==> src/rtl/fhd_pkg.sv <==
package fhd_pkg;
  localparam int SUBF_W      = 10;
  localparam int SUB_EN_BIT  = 31;
  localparam int SUB_SEL_BIT = 29;
  localparam int SUB_LSB     = 16;
  localparam int CODE_LSB    = 12;
  localparam int OFF_SHORT   = 32;
  localparam int OFF_LONG    = 512;
  localparam int OFF_W       = 10;

  typedef enum logic [1:0] {
    LM_HDR   = 2'd0,
    LM_OFF   = 2'd1,
    LM_NOHDR = 2'd2,
    LM_HDR2  = 2'd3
  } load_mode_t;

  typedef enum logic [1:0] {
    ST_IDLE  = 2'd0,
    ST_MUL   = 2'd1,
    ST_CHECK = 2'd2,
    ST_DONE  = 2'd3
  } fhd_state_t;
endpackage

==> src/rtl/fhd_decode.sv <==
module fhd_decode
  import fhd_pkg::*;
(
  input  logic             clk,
  input  logic             rst_n,
  input  logic [15:0]      hdr_word,
  input  logic [1:0]       load_mode,
  input  logic             active_panel,
  output logic [2:0]       bpp_log2,
  output logic [4:0]       bpp,
  output logic             color16,
  output logic [OFF_W-1:0] offset,
  output logic             unsupported,
  output logic             no_frame
);
  logic [2:0] code;

  always_comb begin
    code        = hdr_word[CODE_LSB +: 3];
    unsupported = (code == 3'd0);
    no_frame    = (load_mode == LM_OFF);
    if (code == 3'd0)      bpp_log2 = 3'd0;
    else if (code >= 3'd4) bpp_log2 = 3'd4;
    else                   bpp_log2 = code;
    bpp     = unsupported ? 5'd0 : (5'd1 << bpp_log2);
    color16 = (bpp_log2 == 3'd4) && active_panel;
    if (load_mode == LM_NOHDR)  offset = '0;
    else if (code >= 3'd3)      offset = OFF_W'(OFF_LONG);
    else                        offset = OFF_W'(OFF_SHORT);
  end


  bpp_onehot_chk: assert property (@(posedge clk) disable iff (!rst_n)
    !unsupported |-> $countones(bpp) == 1);


  off_legal_chk: assert property (@(posedge clk) disable iff (!rst_n)
    (offset == '0) || (offset == OFF_W'(OFF_SHORT)) || (offset == OFF_W'(OFF_LONG)));
endmodule

==> src/rtl/fhd_seq_mul.sv <==
module fhd_seq_mul #(
  parameter int AW = 11
) (
  input  logic          clk,
  input  logic          rst_n,
  input  logic          start,
  input  logic [AW-1:0] a,
  input  logic [AW-1:0] b,
  output logic [2*AW-1:0] product,
  output logic          last
);
  localparam int CW = $clog2(AW) + 1;

  logic [2*AW-1:0] mc_q;
  logic [AW-1:0]   mp_q;
  logic [CW-1:0]   cnt_q;
  logic            run_q;

  assign last = run_q && (cnt_q == CW'(AW - 1));

  always_ff @(posedge clk or negedge rst_n) begin
    if (!rst_n) begin
      product <= '0;
      mc_q    <= '0;
      mp_q    <= '0;
      cnt_q   <= '0;
      run_q   <= 1'b0;
    end else if (start) begin
      product <= '0;
      mc_q    <= {{AW{1'b0}}, a};
      mp_q    <= b;
      cnt_q   <= '0;
      run_q   <= 1'b1;
    end else if (run_q) begin
      if (mp_q[0]) product <= product + mc_q;
      mc_q  <= mc_q << 1;
      mp_q  <= mp_q >> 1;
      cnt_q <= cnt_q + 1'b1;
      if (last) run_q <= 1'b0;
    end
  end


  mul_cnt_chk: assert property (@(posedge clk) disable iff (!rst_n)
    run_q |-> cnt_q < CW'(AW));


  mul_drain_chk: assert property (@(posedge clk) disable iff (!rst_n)
    last && !start |=> mp_q == '0);
endmodule

==> src/rtl/fhd_line_window.sv <==
module fhd_line_window
  import fhd_pkg::*;
#(
  parameter int DIM_W = 10
) (
  input  logic [31:0]      subpanel,
  input  logic [DIM_W-1:0] height_m1,
  output logic [SUBF_W-1:0] first_line,
  output logic [DIM_W:0]   line_count
);
  logic [SUBF_W-1:0] field;
  logic [DIM_W:0]    full_h;

  always_comb begin
    field      = subpanel[SUB_LSB +: SUBF_W];
    full_h     = {1'b0, height_m1} + 1'b1;
    first_line = '0;
    line_count = full_h;
    if (subpanel[SUB_EN_BIT]) begin
      if (subpanel[SUB_SEL_BIT]) first_line = field;
      else                       line_count = (DIM_W+1)'(field);
    end
  end
endmodule

==> src/rtl/frame_hdr_check.sv <==
module frame_hdr_check
  import fhd_pkg::*;
#(
  parameter int DIM_W = 10,
  parameter int SZ_W  = 24
) (
  input  logic              clk,
  input  logic              rst_n,
  input  logic              in_valid,
  output logic              in_ready,
  input  logic [15:0]       hdr_word,
  input  logic [1:0]        load_mode,
  input  logic              active_panel,
  input  logic [DIM_W-1:0]  width_m1,
  input  logic [DIM_W-1:0]  height_m1,
  input  logic [SZ_W-1:0]   buf_bytes,
  input  logic [31:0]       subpanel,
  output logic              out_valid,
  input  logic              out_ready,
  output logic              out_skip,
  output logic              out_fault,
  output logic              sync_err_pulse,
  output logic [4:0]        out_bpp,
  output logic              out_color16,
  output logic [OFF_W-1:0]  out_offset,
  output logic [DIM_W+1:0]  out_stride,
  output logic [SUBF_W-1:0] out_first,
  output logic [DIM_W:0]    out_lines
);
  localparam int CNT_W  = DIM_W + 1;
  localparam int PW     = 2 * CNT_W;
  localparam int BIT_W  = PW + 4;
  localparam int CMP_W  = ((BIT_W > SZ_W) ? BIT_W : SZ_W) + 2;
  localparam int SBIT_W = CNT_W + 4;

  fhd_state_t state_q, state_d;

  logic [15:0]      hdr_q;
  logic [1:0]       mode_q;
  logic             panel_q;
  logic [DIM_W-1:0] wm1_q, hm1_q;
  logic [SZ_W-1:0]  size_q;
  logic [31:0]      sub_q;
  logic             skip_q, fault_q, pulse_q;

  logic             idle, accept;
  logic [15:0]      dec_hdr;
  logic [1:0]       dec_mode;
  logic             dec_panel;
  logic [2:0]       bpp_log2;
  logic [4:0]       bpp;
  logic             color16, unsupported, no_frame, skip_now;
  logic [OFF_W-1:0] offset;
  logic [CNT_W-1:0] w_in, h_in, w_q;
  logic [PW-1:0]    prod;
  logic             mul_last;
  logic [BIT_W-1:0] frame_bits;
  logic [CMP_W-1:0] need, limit;
  logic             fault_d;
  logic [SBIT_W-1:0] line_bits;

  assign idle      = (state_q == ST_IDLE);
  assign in_ready  = idle;
  assign out_valid = (state_q == ST_DONE);
  assign accept    = in_valid && idle;

  // decode straight from the ports while idle, from captured copies otherwise
  assign dec_hdr   = idle ? hdr_word     : hdr_q;
  assign dec_mode  = idle ? load_mode    : mode_q;
  assign dec_panel = idle ? active_panel : panel_q;

  fhd_decode u_dec (
    .clk          (clk),
    .rst_n        (rst_n),
    .hdr_word     (dec_hdr),
    .load_mode    (dec_mode),
    .active_panel (dec_panel),
    .bpp_log2     (bpp_log2),
    .bpp          (bpp),
    .color16      (color16),
    .offset       (offset),
    .unsupported  (unsupported),
    .no_frame     (no_frame)
  );

  assign skip_now = no_frame || unsupported;
  assign w_in     = {1'b0, width_m1}  + 1'b1;
  assign h_in     = {1'b0, height_m1} + 1'b1;
  assign w_q      = {1'b0, wm1_q} + 1'b1;

  fhd_seq_mul #(.AW(CNT_W)) u_mul (
    .clk     (clk),
    .rst_n   (rst_n),
    .start   (accept && !skip_now),
    .a       (w_in),
    .b       (h_in),
    .product (prod),
    .last    (mul_last)
  );

  fhd_line_window #(.DIM_W(DIM_W)) u_win (
    .subpanel   (sub_q),
    .height_m1  (hm1_q),
    .first_line (out_first),
    .line_count (out_lines)
  );

  always_comb begin
    frame_bits = BIT_W'(prod) << bpp_log2;
    need       = CMP_W'(frame_bits >> 3) + CMP_W'(offset);
    limit      = CMP_W'(size_q) + CMP_W'(2);
    fault_d    = need > limit;
    line_bits  = SBIT_W'(w_q) << bpp_log2;
  end

  always_comb begin
    state_d = state_q;
    unique case (state_q)
      ST_IDLE:  if (accept)    state_d = skip_now ? ST_DONE : ST_MUL;
      ST_MUL:   if (mul_last)  state_d = ST_CHECK;
      ST_CHECK:                state_d = ST_DONE;
      ST_DONE:  if (out_ready) state_d = ST_IDLE;
      default:                 state_d = ST_IDLE;
    endcase
  end

  always_ff @(posedge clk or negedge rst_n) begin
    if (!rst_n) begin
      state_q <= ST_IDLE;
      hdr_q   <= '0;
      mode_q  <= '0;
      panel_q <= 1'b0;
      wm1_q   <= '0;
      hm1_q   <= '0;
      size_q  <= '0;
      sub_q   <= '0;
      skip_q  <= 1'b0;
      fault_q <= 1'b0;
      pulse_q <= 1'b0;
    end else begin
      state_q <= state_d;
      pulse_q <= 1'b0;
      if (accept) begin
        hdr_q   <= hdr_word;
        mode_q  <= load_mode;
        panel_q <= active_panel;
        wm1_q   <= width_m1;
        hm1_q   <= height_m1;
        size_q  <= buf_bytes;
        sub_q   <= subpanel;
        skip_q  <= skip_now;
        fault_q <= 1'b0;
      end
      if (state_q == ST_CHECK) begin
        fault_q <= fault_d;
        pulse_q <= fault_d;
      end
    end
  end

  assign out_skip       = skip_q;
  assign out_fault      = fault_q;
  assign sync_err_pulse = pulse_q;
  assign out_bpp        = bpp;
  assign out_color16    = color16;
  assign out_offset     = offset;
  assign out_stride     = (DIM_W+2)'(line_bits >> 3);


  hold_stable_chk: assert property (@(posedge clk) disable iff (!rst_n)
    out_valid && !out_ready |=> out_valid && $stable(out_bpp) && $stable(out_offset)
      && $stable(out_lines) && $stable(out_first) && $stable(out_fault) && $stable(out_skip));


  pulse_first_chk: assert property (@(posedge clk) disable iff (!rst_n)
    sync_err_pulse |-> out_valid && out_fault && $rose(out_valid));


  skip_no_fault_chk: assert property (@(posedge clk) disable iff (!rst_n)
    out_valid && out_skip |-> !out_fault);


  ready_after_take_chk: assert property (@(posedge clk) disable iff (!rst_n)
    out_valid && out_ready |=> in_ready && !out_valid);
endmodule

==> config.mk <==
export PLATFORM = sky130hd
export DESIGN_NAME = frame_hdr_check
export DESIGN_NICKNAME = d
export VERILOG_FILES = /design/src/rtl/fhd_pkg.sv /design/src/rtl/fhd_decode.sv /design/src/rtl/fhd_seq_mul.sv /design/src/rtl/fhd_line_window.sv /design/src/rtl/frame_hdr_check.sv
export SDC_FILE = /design/constraint.sdc
export NUM_CORES = 1
export LEC_CHECK = 0
export ABC_AREA = 1
export BUFFER_PORTS_ARGS = -buffer_cell sky130_fd_sc_hd__buf_2
export CELL_PAD_IN_SITES_DETAIL_PLACEMENT = 1
export CELL_PAD_IN_SITES_GLOBAL_PLACEMENT = 1
export CORE_ASPECT_RATIO = 0.9
export CORE_UTILIZATION = 30
export CTS_CLUSTER_DIAMETER = 60
export CTS_CLUSTER_SIZE = 30
export DETAILED_ROUTE_END_ITERATION = 12
export GPL_TIMING_DRIVEN = 0
export PLACE_DENSITY = 0.6
export SLEW_MARGIN = 0
export SYNTH_ARGS = -nofsm -noshare
export SYNTH_HDL_FRONTEND = slang
export SYNTH_SLANG_ARGS = --single-unit
==> constraint.sdc <==
create_clock -name clk -period 5 [get_ports clk]
set_clock_uncertainty 0.1 [all_clocks]
set_input_delay 0.25 -clock clk [delete_from_list [all_inputs] [get_ports clk]]
set_output_delay 0.25 -clock clk [all_outputs]
set_load 0.1 [all_outputs]
==> impl_metrics.ini, run 1 <==
[cts]
cts_buffer_depth = 2
cts_tree = yes
ctsRootBufferMaster = clkbuf_16
cts_htree_levels = 4
clkLatencyLatePin_ns = 0.44
cts_sinks = 128
numCtsBuffers = 17
cts.reportedPaths.clkPinSlew_ns = 0.07

[worst_hold_path]
holdPathStages = 3
hold_path_end = wm1_q[7]
min_from = in_valid
min-delay-path-class = in -> reg

[worst_setup_path]
cp.arrival_ns = 4.85
path_class = reg -> reg
worstPathRequired_ns = 5.22
endpoint_kind = register
worstRegToRegCells = 27
crit_fanout = 10
start_kind = register
r2r_start = state_q[1]
r2r_end = out_fault
r2r_slack_ns = 0.37

[floorplan]
fp.dieW_um = 195
fp.coreArea_um2 = 33000
dieArea_um2 = 34300
start_util_pct = 30.5
ios = 153
die_h_um = 176
rows = 63

[detailed_routing]
drt_iter0_drc = 412
drt-total-wl_um = 34800
wire_per_inst_um = 17.6
dr.pass1.iters = 4
via_per_inst = 4.88
drc_errors = 0
vias = 9653
postRouteAntennaNets = 0

[grt]
grt_max_degree = 73
grt-ovfl-total = 0
antenna_found_initial = 3
grt_first_pass_wirelength_um = 55700
grt_usage_pct = 20.9
first_global_vias = 9976

[place]
port_buffers = 110
gp_congestion = 0.856
hpwl_um = 27500

[yosys]
ys_seq_area_share_pct = 31.8
yosys-top-cells-area = dfrtp_1 32%, nand2_1 9.5%, ha_1 7.3%, inv_1 6.6%, o21ai_0 5.8%
synth_cell_type_count = 60
synth_area_um2 = 10100
synthArstFlopShare_pct = 100
netlist_instances = 1362
synth.avg_cell_area_um2 = 7.40
synth.top_cell.area_share_pct = 31.8
synth_edf_count = 0
synthFlopType = dfrtp_1
ys_warn_count = 0
yosysTopAreaCell = dfrtp_1
ys_ff_latch = 128

[timing]
rsz0062_at_grt = false
finalHoldViolations = 0
slew_headroom_pct = 36.7
setup_violations = 0
fmax_mhz = 216
hold_slack_ns = 0.0219
period_share_pct = 92.6
period_minus_slack_ns = 4.63
slew_violations = 0
worst_pin_slew_ns = 0.949

[outcome]
outcome = complete, no violations

[layout]
drive_gt1_share_pct = 17.8
area_growth_pct = 22.4
fin_util_pct = 37.3
fin_nets = 1700

[job]
drv_cap = 0
stage by stage:
step / instance area, um^2 / setup slack (ns) / setup TNS [ns] / instances
floorplan: 10200 / -0.0463 / -0.0786 / 1370
global placement: 11300 / 0.289 / 0 / 1902
detailed placement: 11300 / 0.232 / 0 / 1903
CTS: 12300 / 0.224 / 0 / 1977
global route: 12300 / 0.0662 / 0 / 1976
finish: 12300 / 0.371 / 0 / 1978
layout make-up:
cell class              instances  area (um^2)
repair buffers                153         1000
flip-flops and latches        128         3200
diodes                          2         5.00
fillers                      4136        20700
inverters                     189          722
clock buffers                  18          429
well taps                     422          528
clock inverters                14          179
plain buffers                  48          324
multi-input cells            1004         5940
synth_stat cells (3+ instances only):
cell type / count
nand2_1: 254
inv_1: 176
dfrtp_1: 128
o21ai_0: 116
nor2_1: 115
nand3_1: 109
a21oi_1: 73
ha_1: 59
xor2_1: 45
nor3_1: 23
mux2_2: 20
clkbuf_1: 19
nand4_1: 17
o22ai_1: 17
nand3_2: 13
xnor2_1: 13
buf_4: 11
nand2_2: 11
buf_6: 10
inv_2: 10
nand2_4: 10
a21boi_1: 8
o211ai_1: 8
buf_2: 7
nor2_2: 7
nor4_1: 6
o21bai_1: 6
a21o_1: 5
a221oi_1: 5
nor2_4: 5
o21ai_1: 5
a21boi_0: 4
or2_2: 4
a211oi_1: 3
inv_4: 3
nand2_8: 3
nand3b_1: 3
o21a_1: 3
critical path, cell delays in order, from the launching register on:
cell and delay (ns):
dfrtp_1 0.41, inv_2 0.10, ha_4 0.18, buf_6 0.17, nand2_4 0.08, nand2_8 0.11, nand2_8 0.08, buf_6 0.16
buf_6 0.15, buf_6 0.14, o21ai_1 0.19, nand2_1 0.08, o211ai_1 0.12, ha_2 0.26, ha_1 0.19, nand2_1 0.10
nor2_2 0.13, nand2_1 0.08, nand2_2 0.11, nand2_1 0.08, xor2_1 0.15, ha_1 0.27, nand2_1 0.08, or4_1 0.43
nor3b_2 0.18, nand3_1 0.09, nand3_1 0.17, nand2_1 0.08
cells by family after synthesis:
| kind of cell | after synthesis | synth area share [%] |
|---|---|---|
| mux | 22 | 2.43 |
| other cells | 1 | 0.0372 |
| fa+ha+maj | 60 | 7.53 |
| xor+xnor | 58 | 5.04 |
| simple gates | 590 | 27.9 |
| flops | 128 | 31.8 |
| compound gates | 265 | 14.9 |
| buf+inv | 238 | 10.3 |
cell usage in the layout, fill, tap and decap left out, types with 9 or more instances in the layout:
master         synthesis  final
dfrtp_1              128    128
nor2_1               115    110
clkbuf_16              0     17
nand4_1               17     17
xnor2_1               13     13
nand2_1              254    254
o21ai_0              116    115
nor3_1                23     22
inv_2                 10     11
inv_1                176    174
conb_1                 1      9
nand2_4               10     10
clkbuf_1              19     19
nand3_2               13     13
buf_2                  7    116
o22ai_1               17     17
nor2_2                 7     10
buf_6                 10     12
ha_1                  59     56
dlygate4sd3_1          0     42
nand2_2               11     11
nand3_1              109    109
xor2_1                45     45
mux2_2                20     20
buf_4                 11     11
a21oi_1               73     73
layer usage:
layer / vias up / track usage, % / wire length (um)
met5: - / 0 / 19
met4: 4 / 4.63 / 391
met3: 27 / 4.13 / 1270
met2: 118 / 34.1 / 16100
met1: 4656 / 28.5 / 17000
li1: 4848 / - / -
flip-flops by register name, indices dropped and copies added (netlist names):
signal	cells
panel_q	1
wm1_q	10
u_mul.cnt_q	5
size_q	24
out_fault	1
state_q	2
sync_err_pulse	1
u_mul.product	22
out_skip	1
u_mul.run_q	1
mode_q	2
sub_q	12
u_mul.mp_q	11
hm1_q	10
u_mul.mc_q	22
hdr_q	3
worst max path at each step:
stage | endpoint | depth (start not counted) | from | slack [ns]
floorplan | out_fault | 25 | state_q[1] | -0.05
global placement | out_fault | 26 | state_q[1] | 0.29
detailed placement | out_fault | 26 | state_q[1] | 0.23
CTS | out_fault | 26 | state_q[1] | 0.22
global route | out_fault | 27 | state_q[1] | 0.07
finish | out_fault | 27 | state_q[1] | 0.37
what timing repair did:
action                                  in CTS  in global routing
gates resized for setup                      0                  1
hold buffers                                42                  0
hold endpoints to repair                    97                  0
endpoints found under the setup margin       0                  2
buffers inserted                             0                  0
Power of run 1 is not shown: default switching activity piles up to over one toggle a cycle in this logic, so the estimate is an artifact.
==> inputs of run 2 (changes only) <==
HOLD_SLACK_MARGIN = 0.05   (was unset)
clock period = 5.56 ns   (was 5 ns; I/O delays follow)
==> run 2 against run 1 <==
Clock-buffer cell count rose by 1. First-iteration DRC count is 14% higher. Critical endpoint unchanged. Global-route usage up 0.22 points. Worst setup slack better by 0.026 ns. Critical path type unchanged. Routed wire length up 0.61%. Cell count rose by 0.56%. Largest cell class unchanged. Final area is 0.39% higher.
==> impl_metrics.ini, run 2 (synthesized netlist as in run 1, its figures left out) <==
[grt]
grt-ovfl-total = 0
grt_usage_pct = 21.1
first_global_vias = 10300
grt_max_degree = 76
antenna_found_initial = 3
grt_first_pass_wirelength_um = 56300

[timing]
rsz0062_at_grt = false
setup_violations = 0
finalHoldViolations = 0
period_share_pct = 92.9
setup_tns_ns = 0
fmax_mhz = 194
period_minus_slack_ns = 5.16
slew_violations = 0
worst_pin_slew_ns = 0.892
slew_headroom_pct = 40.5

[worst_setup_path]
cp.arrival_ns = 5.40
crit_fanout = 10
worstPathRequired_ns = 5.80
endpoint_kind = register
path_class = reg -> reg
start_kind = register
cp_slowest_cell = or4_1
max_stage_delay_ns = 0.52
cp_common_cell = nand2_1

[floorplan]
fp.coreArea_um2 = 33000
die_h_um = 176
ios = 153
start_util_pct = 30.5
fp.dieW_um = 195
dieArea_um2 = 34300
rows = 63

[layout]
largest_register_ffs = 24
final_cell_mix = 254 x nand2_1, 176 x inv_1, 128 x dfrtp_1
drive_gt1_share_pct = 17.1
area_growth_pct = 22.9
top_register = size_q
fin_nets = 1713
layout_commonest_cell = nand2_1
reg_top3 = size_q: 24 flops, u_mul.mc_q: 22 flops, u_mul.product: 22 flops

[cts]
ctsResizeCount = 0
cts_tree = yes
cts_htree_levels = 4
cts.reportedPaths.clkPinSlew_ns = 0.06
cts_sinks = 128
clkLatencyLatePin_ns = 0.45
numCtsBuffers = 17
cts_buffer_depth = 2
ctsRootBufferMaster = clkbuf_16

[place]
hpwl_um = 27500
gp_congestion = 0.865
port_buffers = 110

[worst_hold_path]
min-delay-path-class = in -> reg

[detailed_routing]
wire_per_inst_um = 17.6
drc_errors = 0
drt_iter0_drc = 471
dr.pass1.iters = 5
via_per_inst = 4.96
postRouteAntennaNets = 0
vias = 9861
drt-total-wl_um = 35000

[outcome]
outcome = complete, no violations

[job]
drv_cap = 0
run 2: changes by cell type in the layout (fill, tap and decap cells not counted), sizes merged:
cell / change
dlygate4sd3: +12
clkbuf: +2
inv: -2
buf: -1
bufinv: -1
clkdlybuf4s15: +1
clkinvlp: +1
diode: -1
run 2: what timing repair did:
item,CTS,global route
hold buffers,54,0
hold endpoints to repair,107,0
buffers inserted,0,0
run 2: area by class of cell:
| cell class | instances | area (um^2) |
|---|---|---|
| diodes | 1 | 2.50 |
| well taps | 422 | 528 |
| flip-flops and latches | 128 | 3200 |
| clock buffers | 19 | 443 |
| inverters | 189 | 717 |
| plain buffers | 49 | 328 |
| multi-input cells | 1004 | 5900 |
| repair buffers | 165 | 1120 |
| clock inverters | 12 | 133 |
| fillers | 4148 | 20600 |
run 2: metal layers:
layer  wire (um)  part of all wire, %  track usage (%)  vias up
li1            -                    -                -     4868
met3        1320                  3.8             4.38       36
met4         410                  1.2             4.59        6
met5          41                 0.12                0        -
met1       16900                   48             28.1     4799
met2       16300                   47             35.1      152
run 2: worst max-delay path, delay by kind of cell, from the launching register on:
kind / cells / cell delay [ns]
AND/OR/NAND/NOR: 15 / 2.23
adder cells (fa/ha/maj): 4 / 0.99
buffers and inverters: 5 / 0.85
flip-flops: 1 / 0.38
AO/OA/AOI/OAI: 2 / 0.35
XOR/XNOR: 1 / 0.15
run 2: worst paths after layout:
path / start / to / slack, ns / depth (start not counted)
worst max register to register: state_q[0] / out_fault / 0.40 / 27
worst min register to register: u_mul.mp_q[9] / u_mul.mp_q[9] / 0.38 / 2
worst max-delay path: state_q[0] / out_fault / 0.40 / 27
min in group asynchronous: rst_n / size_q[21] / 0.27 / 2
max in group asynchronous: rst_n / u_mul.mp_q[10] / 4.29 / 3
worst min-delay path: width_m1[1] / wm1_q[1] / 0.07 / 3
run 2: stage by stage:
stage | area, um^2 | instances | util [%] | setup WS (ns) | hold slack [ns]
2_1_floorplan | 10100 | 1370 | - | 0.0997 | -0.118
6_report | 12400 | 1989 | 37.5 | 0.398 | 0.0683
3_3_place_gp | 11200 | 1902 | 34.0 | 0.463 | 0.365
5_1_grt | 12400 | 1988 | 37.5 | 0.0139 | 0.0788
4_1_cts | 12400 | 1988 | 37.5 | 0.398 | 0.0533
3_5_place_dp | 11300 | 1903 | 34.1 | 0.412 | 0.187
Power of run 2 is left out for the same reason.
==> inputs of run 3 (changes only) <==
CTS_BUF_LIST = sky130_fd_sc_hd__clkbuf_8   (was unset)
==> run 3 against run 2 <==
Global-route usage barely moved. Final area fell by 0.71%. Cell count rose by 0.45%. Non-clock buffer count rose by 10. Critical path depth fell by 4. Sequential share of layout area rose by 0.18 points. Register-to-register slack improved by 0.03 ns. Worst hold slack improved by 0.029 ns. Die area did not move. First-iteration DRC count fell by 4.0%. Worst setup slack improved by 0.034 ns.
==> impl_metrics.ini, run 3 (synthesized netlist as in run 1, its figures left out) <==
[grt]
grt_busiest_layer = met2
grt_max_degree = 76
grt-ovfl-total = 0
first_global_vias = 10300
met3_usage_pct = 4.28
grt_usage_pct = 21.1
antenna_found_initial = 2
grt_first_pass_wirelength_um = 56200
use_met2_pct = 34.9
grtUsageMet1_pct = 28.3

[layout]
fin_nets = 1723
final_cell_mix = 254 x nand2_1, 177 x inv_1, 128 x dfrtp_1
drive_gt1_share_pct = 16.9
layout_commonest_cell = nand2_1
antennaDiodeCount = 0
area_growth_pct = 22.0
reg_top3 = size_q: 24 flops, u_mul.mc_q: 22 flops, u_mul.product: 22 flops
largest_register_ffs = 24
top_register = size_q

[worst_setup_path]
max_stage_delay_ns = 0.52
worstPathRequired_ns = 5.85
cp.arrival_ns = 5.42
cp_slowest_cell = or4_1
endpoint_kind = register
crit_family = simple AND/OR/NAND/NOR gates
r2r_start = state_q[0]
start_kind = register
startpoint = state_q[0]
cp_common_cell = nand2_1
cp_num_buf_inv = 4
crit_fanout = 10
path_class = reg -> reg
worstPathCellList = inv_1, ha_4, clkinv_2, nand2_2, nand2_4, buf_2, clkdlybuf4s15_2, nor3_4, ha_1, ha_1, nand2_1, nor2_1, nand2_1, nand2_2, nand2_1, xor2_1, ha_1, nand2_1, or4_1, nor3b_1, nand3_1, nand3_1, nand2_1

[worst_hold_path]
min_from = height_m1[0]
min-delay-path-class = in -> reg

[cts]
clkLatencyLatePin_ns = 0.50
cts_sinks = 128
cts_buffer_depth = 2
ctsRootBufferMaster = clkbuf_8
cts_tree = yes
numCtsBuffers = 17
post_cts_buffers = 0
cts.reportedPaths.clkPinSlew_ns = 0.09
cts_htree_levels = 4

[timing]
rsz0062_at_grt = false
setup_violations = 0
finalHoldViolations = 0
worst_pin_slew_ns = 0.917
slew_violations = 0
period_minus_slack_ns = 5.13
period_share_pct = 92.2
fmax_mhz = 195
setup_tns_ns = 0
slew_headroom_pct = 38.9

[detailed_routing]
vias = 9855
via_per_inst = 4.93
dr.pass1.iters = 4
wire_per_inst_um = 17.5
postRouteAntennaNets = 0
drc_errors = 0
drt_iter0_drc = 452
drt-total-wl_um = 34900

[floorplan]
ios = 153
fp.dieW_um = 195
start_util_pct = 30.5
rows = 63
dieArea_um2 = 34300
fp.coreArea_um2 = 33000
die_h_um = 176

[job]
drv_cap = 0

[outcome]
outcome = complete, no violations

[place]
gp_congestion = 0.865
port_buffers = 110
hpwl_um = 27500
run 3: worst register-to-register path, cell delays in order, from the launching register on:
cell             delay [ns]
dfrtp_1                0.41
inv_1                  0.15
ha_4                   0.19
clkinv_2               0.20
nand2_2                0.14
nand2_4                0.13
buf_2                  0.24
clkdlybuf4s15_2        0.39
nor3_4                 0.30
ha_1                   0.30
ha_1                   0.23
nand2_1                0.10
nor2_1                 0.17
nand2_1                0.09
nand2_2                0.12
nand2_1                0.08
xor2_1                 0.15
ha_1                   0.28
nand2_1                0.08
or4_1                  0.52
nor3b_1                0.21
nand3_1                0.21
nand3_1                0.19
nand2_1                0.07
run 3: through the flow:
stage / util, % / instance area [um^2] / std cells / hold WS (ns) / worst slack [ns]
after floorplan: - / 10100 / 1370 / -0.118 / 0.0997
after global placement: 34.0 / 11200 / 1902 / 0.365 / 0.463
after detailed placement: 34.1 / 11300 / 1903 / 0.187 / 0.412
after CTS: 37.2 / 12300 / 1999 / 0.0620 / 0.392
after global routing: 37.2 / 12300 / 1998 / 0.109 / 0.0796
final: 37.2 / 12300 / 1998 / 0.0969 / 0.431
run 3: final timing paths:
kind / end / slack (ns) / cells after the start
max in group asynchronous: u_mul.mp_q[2] / 4.35 / 3
setup reg to reg: out_fault / 0.43 / 23
hold reg to reg: u_mul.mp_q[9] / 0.39 / 2
min in group asynchronous: size_q[21] / 0.22 / 2
setup / recovery: out_fault / 0.43 / 23
hold / removal: u_mul.mp_q[1] / 0.1 / 4
run 3: layout make-up:
cell class	count	area [um^2]
Buffer	48	323
Tap cell	422	528
Sequential cell	128	3200
Clock buffer	18	248
Multi-Input combinational cell	1004	5900
Inverter	189	718
Timing Repair Buffer	176	1230
Fill cell	4168	20700
Clock inverter	13	136
run 3: metal layers:
metal,vias to the layer above,share of wire [%]
li1,4880,-
met1,4781,48
met2,159,47
met3,31,3.8
met4,4,1.1
met5,-,0.077
run 3: timing repair:
action / 4_1_cts / 5_1_grt
setup endpoints to repair: 0 / 1
gates resized for setup: 0 / 1
hold endpoints to repair: 121 / 0
hold buffers: 65 / 0
Power of run 3 is left out for the same reason.
